<file path="config.mk">
export PLATFORM = sky130hd
export DESIGN_NAME = mbox_host_regs
export DESIGN_NICKNAME = d
export VERILOG_FILES = /design/src/rtl/mbox_pkg.sv /design/src/rtl/mbox_addr_dec.sv /design/src/rtl/mbox_status_reg.sv /design/src/rtl/mbox_ctrl_bells.sv /design/src/rtl/mbox_irq.sv /design/src/rtl/mbox_host_regs.sv
export SDC_FILE = /design/constraint.sdc
export NUM_CORES = 1
export LEC_CHECK = 0
export BUFFER_PORTS_ARGS = -buffer_cell sky130_fd_sc_hd__buf_4
export CORE_UTILIZATION = 51
export CTS_BUF_LIST = sky130_fd_sc_hd__clkbuf_8 sky130_fd_sc_hd__clkbuf_16
export CTS_CLUSTER_SIZE = 8
export DETAILED_ROUTE_END_ITERATION = 8
export PLACE_DENSITY = 0.91
export RECOVER_POWER = 50
export SLEW_MARGIN = 20
export SYNTH_ARGS = -nofsm -noshare
export SYNTH_HDL_FRONTEND = slang
export SYNTH_SLANG_ARGS = --single-unit
</file>
<file path="constraint.sdc">
create_clock -name clk -period 3.05 [get_ports clk]
set_input_delay 0.305 -clock clk [delete_from_list [all_inputs] [get_ports clk]]
set_output_delay 0.305 -clock clk [all_outputs]
set_load 0.03 [all_outputs]
</file>
<file path="src/rtl/mbox_pkg.sv">
package mbox_pkg;

  localparam int BYTE_W = 8;
  localparam int OFS_W  = 3;

  localparam logic [OFS_W-1:0] OFS_DATA = 3'd0;
  localparam logic [OFS_W-1:0] OFS_STAT = 3'd2;
  localparam logic [OFS_W-1:0] OFS_CTRL = 3'd4;
  localparam logic [OFS_W-1:0] OFS_ACK  = 3'd5;
  localparam logic [OFS_W-1:0] OFS_ROUT = 3'd6;

  // control byte bit positions
  localparam int CB_RX_BELL = 0;
  localparam int CB_TX_BELL = 1;
  localparam int CB_WAKE    = 4;
  localparam int CB_BUS16   = 5;
  localparam int CTRL_W     = 6;

  // routing byte
  localparam int RB_EN = 4;

  typedef enum logic [2:0] {
    MS_IDLE     = 3'd0,
    MS_HI_AVAIL = 3'd1,
    MS_HI_ACC   = 3'd2,
    MS_DONE     = 3'd3,
    MS_XFER     = 3'd4,
    MS_ERR      = 3'd5,
    MS_LO_AVAIL = 3'd6,
    MS_LO_ACC   = 3'd7
  } msg_state_e;

  typedef struct packed {
    logic data_wr;
    logic stat_wr;
    logic ctrl_wr;
    logic rout_wr;
    logic ack_rd;
  } reg_hit_t;

  function automatic logic rx_needs_service(input logic [2:0] st);
    return (st == MS_HI_AVAIL) || (st == MS_ERR) || (st == MS_LO_AVAIL);
  endfunction

  function automatic logic rising_bit(input logic old_v, input logic new_v);
    return new_v & ~old_v;
  endfunction

endpackage

</file>
<file path="src/rtl/mbox_addr_dec.sv">
module mbox_addr_dec
  import mbox_pkg::*;
(
  input  logic             host_wr,
  input  logic             host_rd,
  input  logic [OFS_W-1:0] host_addr,
  output reg_hit_t         hits
);

  always_comb begin
    hits         = '0;
    hits.data_wr = host_wr && (host_addr == OFS_DATA);
    hits.stat_wr = host_wr && (host_addr == OFS_STAT);
    hits.ctrl_wr = host_wr && (host_addr == OFS_CTRL);
    hits.rout_wr = host_wr && (host_addr == OFS_ROUT);
    hits.ack_rd  = host_rd && (host_addr == OFS_ACK);
  end

endmodule

</file>
<file path="src/rtl/mbox_status_reg.sv">
module mbox_status_reg
  import mbox_pkg::*;
(
  input  logic              clk,
  input  logic              rst_n,
  input  logic              host_wr,
  input  logic              host_wake,
  input  logic [3:0]        host_low,
  input  logic              dev_upd,
  input  logic [2:0]        dev_state,
  output logic [BYTE_W-1:0] status_byte,
  output logic              rx_ready
);

  logic       wake_q;
  logic [3:0] host_q;
  logic [2:0] dev_q;

  // host-owned part: wake flag and transmit field
  always_ff @(posedge clk) begin
    if (!rst_n) begin
      wake_q <= 1'b0;
      host_q <= '0;
    end else if (host_wr) begin
      wake_q <= host_wake;
      host_q <= host_low;
    end
  end

  // device-owned receive field; the host path never reaches it
  always_ff @(posedge clk) begin
    if (!rst_n) dev_q <= '0;
    else if (dev_upd) dev_q <= dev_state;
  end

  assign status_byte = {wake_q, dev_q, host_q};
  assign rx_ready    = rx_needs_service(dev_q);

  a_r4_host_keeps_rx_field: assert property (@(posedge clk) disable iff (!rst_n)
    (host_wr && !dev_upd) |=> $stable(dev_q));

  a_r5_device_wins_rx_field: assert property (@(posedge clk) disable iff (!rst_n)
    dev_upd |=> (status_byte[6:4] == $past(dev_state)));

  a_r5_host_low_on_collision: assert property (@(posedge clk) disable iff (!rst_n)
    (host_wr && dev_upd) |=> (status_byte[3:0] == $past(host_low)));

endmodule

</file>
<file path="src/rtl/mbox_ctrl_bells.sv">
module mbox_ctrl_bells
  import mbox_pkg::*;
#(
  parameter int WAKE_MIN_CYC = 16
)(
  input  logic              clk,
  input  logic              rst_n,
  input  logic              ctrl_wr,
  input  logic [CTRL_W-1:0] ctrl_wdata,
  output logic [BYTE_W-1:0] ctrl_byte,
  output logic              rx_bell,
  output logic              tx_bell,
  output logic              bus16,
  output logic              wake_req,
  output logic              wake_exit
);

  localparam int CNT_W = $clog2(WAKE_MIN_CYC + 1);
  localparam logic [CNT_W-1:0] HOLD_MAX = CNT_W'(WAKE_MIN_CYC);
  localparam int NBELL = 2;

  logic [CTRL_W-1:0] ctrl_q;
  logic [NBELL-1:0]  bell_q;
  logic [CNT_W-1:0]  hold_cnt;
  logic              exit_q;
  logic              wake_release;

  always_ff @(posedge clk) begin
    if (!rst_n) ctrl_q <= '0;
    else if (ctrl_wr) ctrl_q <= ctrl_wdata;
  end

  // one pulse generator per doorbell bit (bits 0 and 1)
  for (genvar b = 0; b < NBELL; b++) begin : g_bell
    always_ff @(posedge clk) begin
      if (!rst_n) bell_q[b] <= 1'b0;
      else bell_q[b] <= ctrl_wr && rising_bit(ctrl_q[b], ctrl_wdata[b]);
    end

    a_r8_bell_one_cycle: assert property (@(posedge clk) disable iff (!rst_n)
      bell_q[b] |=> !bell_q[b]);
  end

  // saturating count of cycles the wake bit has been held
  always_ff @(posedge clk) begin
    if (!rst_n) hold_cnt <= '0;
    else if (!ctrl_q[CB_WAKE]) hold_cnt <= '0;
    else if (hold_cnt != HOLD_MAX) hold_cnt <= hold_cnt + 1'b1;
  end

  assign wake_release = ctrl_wr && ctrl_q[CB_WAKE] && !ctrl_wdata[CB_WAKE];

  always_ff @(posedge clk) begin
    if (!rst_n) exit_q <= 1'b0;
    else exit_q <= wake_release && (hold_cnt >= HOLD_MAX);
  end

  assign ctrl_byte = {{(BYTE_W-CTRL_W){1'b0}}, ctrl_q};
  assign rx_bell   = bell_q[CB_RX_BELL];
  assign tx_bell   = bell_q[CB_TX_BELL];
  assign bus16     = ctrl_q[CB_BUS16];
  assign wake_req  = ctrl_q[CB_WAKE];
  assign wake_exit = exit_q;

  a_r10_exit_follows_release: assert property (@(posedge clk) disable iff (!rst_n)
    wake_exit |-> (!wake_req && $past(wake_req)));

  a_r10_exit_one_cycle: assert property (@(posedge clk) disable iff (!rst_n)
    wake_exit |=> !wake_exit);

  a_r9_wake_follows_write: assert property (@(posedge clk) disable iff (!rst_n)
    ctrl_wr |=> (wake_req == $past(ctrl_wdata[CB_WAKE])));

endmodule

</file>
<file path="src/rtl/mbox_irq.sv">
module mbox_irq
  import mbox_pkg::*;
#(
  parameter int NUM_IRQ = 8
)(
  input  logic               clk,
  input  logic               rst_n,
  input  logic               rout_wr,
  input  logic [$clog2(NUM_IRQ)-1:0] rout_sel,
  input  logic               rout_en,
  input  logic               dev_upd,
  input  logic               ack_rd,
  output logic [BYTE_W-1:0]  rout_byte,
  output logic [NUM_IRQ-1:0] irq_lines
);

  localparam int SEL_W = $clog2(NUM_IRQ);

  logic [SEL_W-1:0] sel_q;
  logic             en_q;
  logic             pend_q;

  always_ff @(posedge clk) begin
    if (!rst_n) begin
      sel_q <= '0;
      en_q  <= 1'b0;
    end else if (rout_wr) begin
      sel_q <= rout_sel;
      en_q  <= rout_en;
    end
  end

  // a new device event outranks an acknowledge in the same cycle
  always_ff @(posedge clk) begin
    if (!rst_n) pend_q <= 1'b0;
    else if (dev_upd) pend_q <= 1'b1;
    else if (ack_rd) pend_q <= 1'b0;
  end

  always_comb begin
    rout_byte            = '0;
    rout_byte[SEL_W-1:0] = sel_q;
    rout_byte[RB_EN]     = en_q;
  end

  for (genvar g = 0; g < NUM_IRQ; g++) begin : g_line
    assign irq_lines[g] = en_q && pend_q && (sel_q == SEL_W'(g));
  end

  a_r12_one_line: assert property (@(posedge clk) disable iff (!rst_n)
    $onehot0(irq_lines));

  a_r12_masked_when_off: assert property (@(posedge clk) disable iff (!rst_n)
    !rout_byte[RB_EN] |-> (irq_lines == '0));

  a_r12_holds_until_ack: assert property (@(posedge clk) disable iff (!rst_n)
    (pend_q && !ack_rd) |=> pend_q);

  a_r13_ack_clears: assert property (@(posedge clk) disable iff (!rst_n)
    (ack_rd && !dev_upd) |=> !pend_q);

  a_r13_event_wins: assert property (@(posedge clk) disable iff (!rst_n)
    dev_upd |=> pend_q);

endmodule

</file>
<file path="src/rtl/mbox_host_regs.sv">
module mbox_host_regs
  import mbox_pkg::*;
#(
  parameter int NUM_IRQ      = 8,
  parameter int WAKE_MIN_CYC = 16
)(
  input  logic               clk,
  input  logic               rst_n,
  input  logic [2:0]         host_addr,
  input  logic               host_wr,
  input  logic               host_rd,
  input  logic [7:0]         host_wdata,
  output logic [7:0]         host_rdata,
  input  logic [7:0]         d2h_data,
  output logic [7:0]         h2d_data,
  output logic               h2d_valid,
  input  logic               dev_upd,
  input  logic [2:0]         dev_state,
  output logic [7:0]         status_byte,
  output logic               rx_ready,
  output logic               rx_bell,
  output logic               tx_bell,
  output logic               bus16,
  output logic               wake_req,
  output logic               wake_exit,
  output logic [NUM_IRQ-1:0] irq_lines
);

  localparam int SEL_W = $clog2(NUM_IRQ);

  reg_hit_t          hits;
  logic [BYTE_W-1:0] ctrl_byte;
  logic [BYTE_W-1:0] rout_byte;
  logic [BYTE_W-1:0] data_q;
  logic              data_vld_q;

  mbox_addr_dec u_dec (
    .host_wr   (host_wr),
    .host_rd   (host_rd),
    .host_addr (host_addr),
    .hits      (hits)
  );

  mbox_status_reg u_stat (
    .clk         (clk),
    .rst_n       (rst_n),
    .host_wr     (hits.stat_wr),
    .host_wake   (host_wdata[7]),
    .host_low    (host_wdata[3:0]),
    .dev_upd     (dev_upd),
    .dev_state   (dev_state),
    .status_byte (status_byte),
    .rx_ready    (rx_ready)
  );

  mbox_ctrl_bells #(.WAKE_MIN_CYC(WAKE_MIN_CYC)) u_ctrl (
    .clk        (clk),
    .rst_n      (rst_n),
    .ctrl_wr    (hits.ctrl_wr),
    .ctrl_wdata (host_wdata[CTRL_W-1:0]),
    .ctrl_byte  (ctrl_byte),
    .rx_bell    (rx_bell),
    .tx_bell    (tx_bell),
    .bus16      (bus16),
    .wake_req   (wake_req),
    .wake_exit  (wake_exit)
  );

  mbox_irq #(.NUM_IRQ(NUM_IRQ)) u_irq (
    .clk       (clk),
    .rst_n     (rst_n),
    .rout_wr   (hits.rout_wr),
    .rout_sel  (host_wdata[SEL_W-1:0]),
    .rout_en   (host_wdata[RB_EN]),
    .dev_upd   (dev_upd),
    .ack_rd    (hits.ack_rd),
    .rout_byte (rout_byte),
    .irq_lines (irq_lines)
  );

  // host-to-device data byte with a one-cycle strobe
  always_ff @(posedge clk) begin
    if (!rst_n) begin
      data_q     <= '0;
      data_vld_q <= 1'b0;
    end else begin
      data_vld_q <= hits.data_wr;
      if (hits.data_wr) data_q <= host_wdata;
    end
  end

  assign h2d_data  = data_q;
  assign h2d_valid = data_vld_q;

  always_comb begin
    host_rdata = '0;
    if (host_rd) begin
      case (host_addr)
        OFS_DATA: host_rdata = d2h_data;
        OFS_STAT: host_rdata = status_byte;
        OFS_CTRL: host_rdata = ctrl_byte;
        OFS_ROUT: host_rdata = rout_byte;
        default:  host_rdata = '0;
      endcase
    end
  end

  a_r2_odd_offsets_read_zero: assert property (@(posedge clk) disable iff (!rst_n)
    (host_rd && host_addr[0]) |-> (host_rdata == 8'h00));

  a_r3_data_strobe: assert property (@(posedge clk) disable iff (!rst_n)
    (host_wr && host_addr == OFS_DATA) |=> (h2d_valid && h2d_data == $past(host_wdata)));

  a_r7_ctrl_top_bits_zero: assert property (@(posedge clk) disable iff (!rst_n)
    (host_rd && host_addr == OFS_CTRL) |-> (host_rdata[7:6] == 2'b00));

endmodule

</file>
==> impl_metrics.env <==
export IMPL_layout_nets=278
export IMPL_gp_congestion=0.852
export IMPL_antenna_found_initial=0
export IMPL_ioPinCount=66
export IMPL_mostFrequentLayoutCells="buf_4 (46), dfxtp_1 (36), nand3_1 (27)"
export IMPL_drt_wl_total_um=3930
export IMPL_h_tree_depth=2
export IMPL_synth_edff_count=0
export IMPL_clockRootBuffer="clkbuf_8"
export IMPL_max_freq_mhz=480
export IMPL_firstDrtPassIters=4
export IMPL_synthTopCellsByArea="dfxtp_1 (43%), mux2i_1 (10%), nand3_1 (8.1%), o21ai_0 (5.1%), o21ai_2 (4.2%)"
export IMPL_required_ps=3260
export IMPL_post_cts_setup_buffers=0
export IMPL_post_synth_inst_count=188
export IMPL_wire_per_inst_um=13.4
export IMPL_startpoint_type="primary input"
export IMPL_p_leak_nw=0.868
export IMPL_cts_path_max_buffers=2
export IMPL_maxCapViolations=0
export IMPL_drv_slew=0
export IMPL_cts_tree="done"
export IMPL_syn_nets=217
export IMPL_clkTransAtPathRegs_ps=70
export IMPL_whs_ps=194
export IMPL_layout_commonest_cell="buf_4"
export IMPL_area_growth_pct=30.0
export IMPL_dp_hpwl_um=2900
export IMPL_syn_area_um2=1670
export IMPL_setup_violations=0
export IMPL_synth_async_reset_ratio_pct=0
export IMPL_viasPerCell=5.39
export IMPL_ys_flop_type="dfxtp_1"
export IMPL_synth_warnings=0
export IMPL_hold_viol_final=0
export IMPL_antenna_left=0
export IMPL_ff_latch_area_um2=721
export IMPL_grt_pass1_wl_um=6290
export IMPL_skew_ps=6.36
export IMPL_finalCritPeriodShare_pct=68.4
export IMPL_yosys_register_bits=36
export IMPL_chipWidth_um=59.2
export IMPL_rsz0062_at_grt="false"
export IMPL_portBuffers=65
export IMPL_netlist_area_leader_share_pct=43.2
export IMPL_synth_avg_cell_area_um2=8.88
export IMPL_setup_tns_final_ps=0
export IMPL_post_route_min_period_ps=2080
export IMPL_multi_input_area_um2=847
export IMPL_fill_cells=280
export IMPL_final_layout_size_suffix_gt1_share_pct=26.4
export IMPL_worstMarginPinSlew_ps=1430
export IMPL_cts_resized_gates=0
export IMPL_arrival_ps=2290
export IMPL_drc=0
export IMPL_overflow=0
export IMPL_dieArea_um2=3510
export IMPL_status="finished, final reports clean"
export IMPL_cp_max_fo=38
export IMPL_end_kind="register"
export IMPL_grt_pass1_vias=1346
export IMPL_vdd_drop_max_v=0.000437
export IMPL_drt_iter0_drc=77
export IMPL_yosysUniqueCellTypes=33
export IMPL_grtUsageTotal_pct=24.3
export IMPL_relSlewSlack_pct=4.61
export IMPL_diodes=0
export IMPL_clk_latency_ps=290
export IMPL_grt_max_degree=39
export IMPL_num_vias=1585
export IMPL_crit_type="primary input to register"
export IMPL_yosysTopAreaCell="dfxtp_1"
export IMPL_worstHoldPathType="primary input to register"
export IMPL_synth_seq_area_share_pct=43.2
export IMPL_p_per_area_nw_per_um2=472
export IMPL_start_util_pct=54.2
export IMPL_core_area_um2=3080
export IMPL_numCtsBuffers=5
export IMPL_die_y_um=59.2
export IMPL_rows=20
export IMPL_cts_num_sinks=36
export IMPL_cts_hold_buf=0
power by group:
group / total (mW) / switching [mW] / leakage [nW] / internal [mW]
logic: 0.119 / 0.0700 / 0.522 / 0.0495
registers: 0.490 / 0.00924 / 0.292 / 0.480
clock network: 0.415 / 0.174 / 0.0541 / 0.242
worst max-delay path: stages:
cell	delay, ps
clkbuf_1	1020
inv_1	360
or2_2	410
nor3b_1	190
metrics by stage:
| step | power [mW] | std cells | util (%) | setup slack (ps) | area, um^2 |
|---|---|---|---|---|---|
| 2_1_floorplan | 0.572 | 188 | - | 1360 | 1670 |
| 6_report | 1.02 | 294 | 70.5 | 965 | 2170 |
| 4_1_cts | 1.03 | 294 | 73.0 | 1270 | 2250 |
| 3_5_place_dp | 0.623 | 286 | 69.4 | 1340 | 2140 |
| 5_1_grt | 1.06 | 294 | 70.5 | 746 | 2170 |
| 3_3_place_gp | 0.621 | 286 | 69.4 | 1410 | 2140 |
worst paths after layout:
check | from | endpoint | slack [ps] | cells past startpoint
worst min-delay path | host_wdata[4] | u_ctrl.wake_exit | 190 | 2
worst min register to register | h2d_data[7] | h2d_data[7] | 470 | 2
worst max register to register | u_ctrl.hold_cnt[0] | u_ctrl.hold_cnt[1] | 1800 | 5
worst max-delay path | rst_n | u_ctrl.rx_bell | 970 | 4
layer usage:
| layer | GRT usage (%) | vias to the layer above | wire length [um] |
|---|---|---|---|
| li1 | - | 783 | - |
| met1 | 32.1 | 731 | 1790 |
| met2 | 38.8 | 69 | 1840 |
| met5 | 0 | - | 0 |
| met4 | 7.14 | 0 | 14 |
| met3 | 6.55 | 2 | 281 |
final cells by class:
class | count | area share (%)
multi-input cells | 136 | 39.0
repair buffers | 66 | 19.4
flip-flops and latches | 36 | 33.2
clock inverters | 3 | 1.96
clock buffers | 5 | 3.17
inverters | 4 | 0.692
well taps | 44 | 2.54
cells by family after synthesis:
kind of cell / Yosys count / synth area share (%)
buf+inv: 16 / 5.85
fa+ha+maj: 2 / 1.50
mux: 17 / 10.2
flops: 36 / 43.2
compound gates: 30 / 11.1
xor+xnor: 4 / 2.10
simple gates: 83 / 26.1
registers in the layout, summed over array words and instances, names as in the netlist:
name,count
h2d_data,8
h2d_valid,1
u_ctrl.ctrl_q,6
u_ctrl.hold_cnt,5
u_ctrl.rx_bell,1
u_ctrl.tx_bell,1
u_ctrl.wake_exit,1
u_irq.en_q,1
u_irq.pend_q,1
u_irq.sel_q,3
u_stat.dev_q,3
u_stat.host_q,4
u_stat.wake_q,1
Yosys cell counts (3+ instances only):
master and number:
nand2_1 18, o21ai_2 8, dfxtp_1 36, nor2_1 14, mux2i_1 17, nor3_1 6
nand2b_1 3, inv_1 4, o22ai_1 4, o21ai_0 17, xnor2_1 3, nand3_1 27
clkbuf_1 5
(Power assumes the default switching activity.)
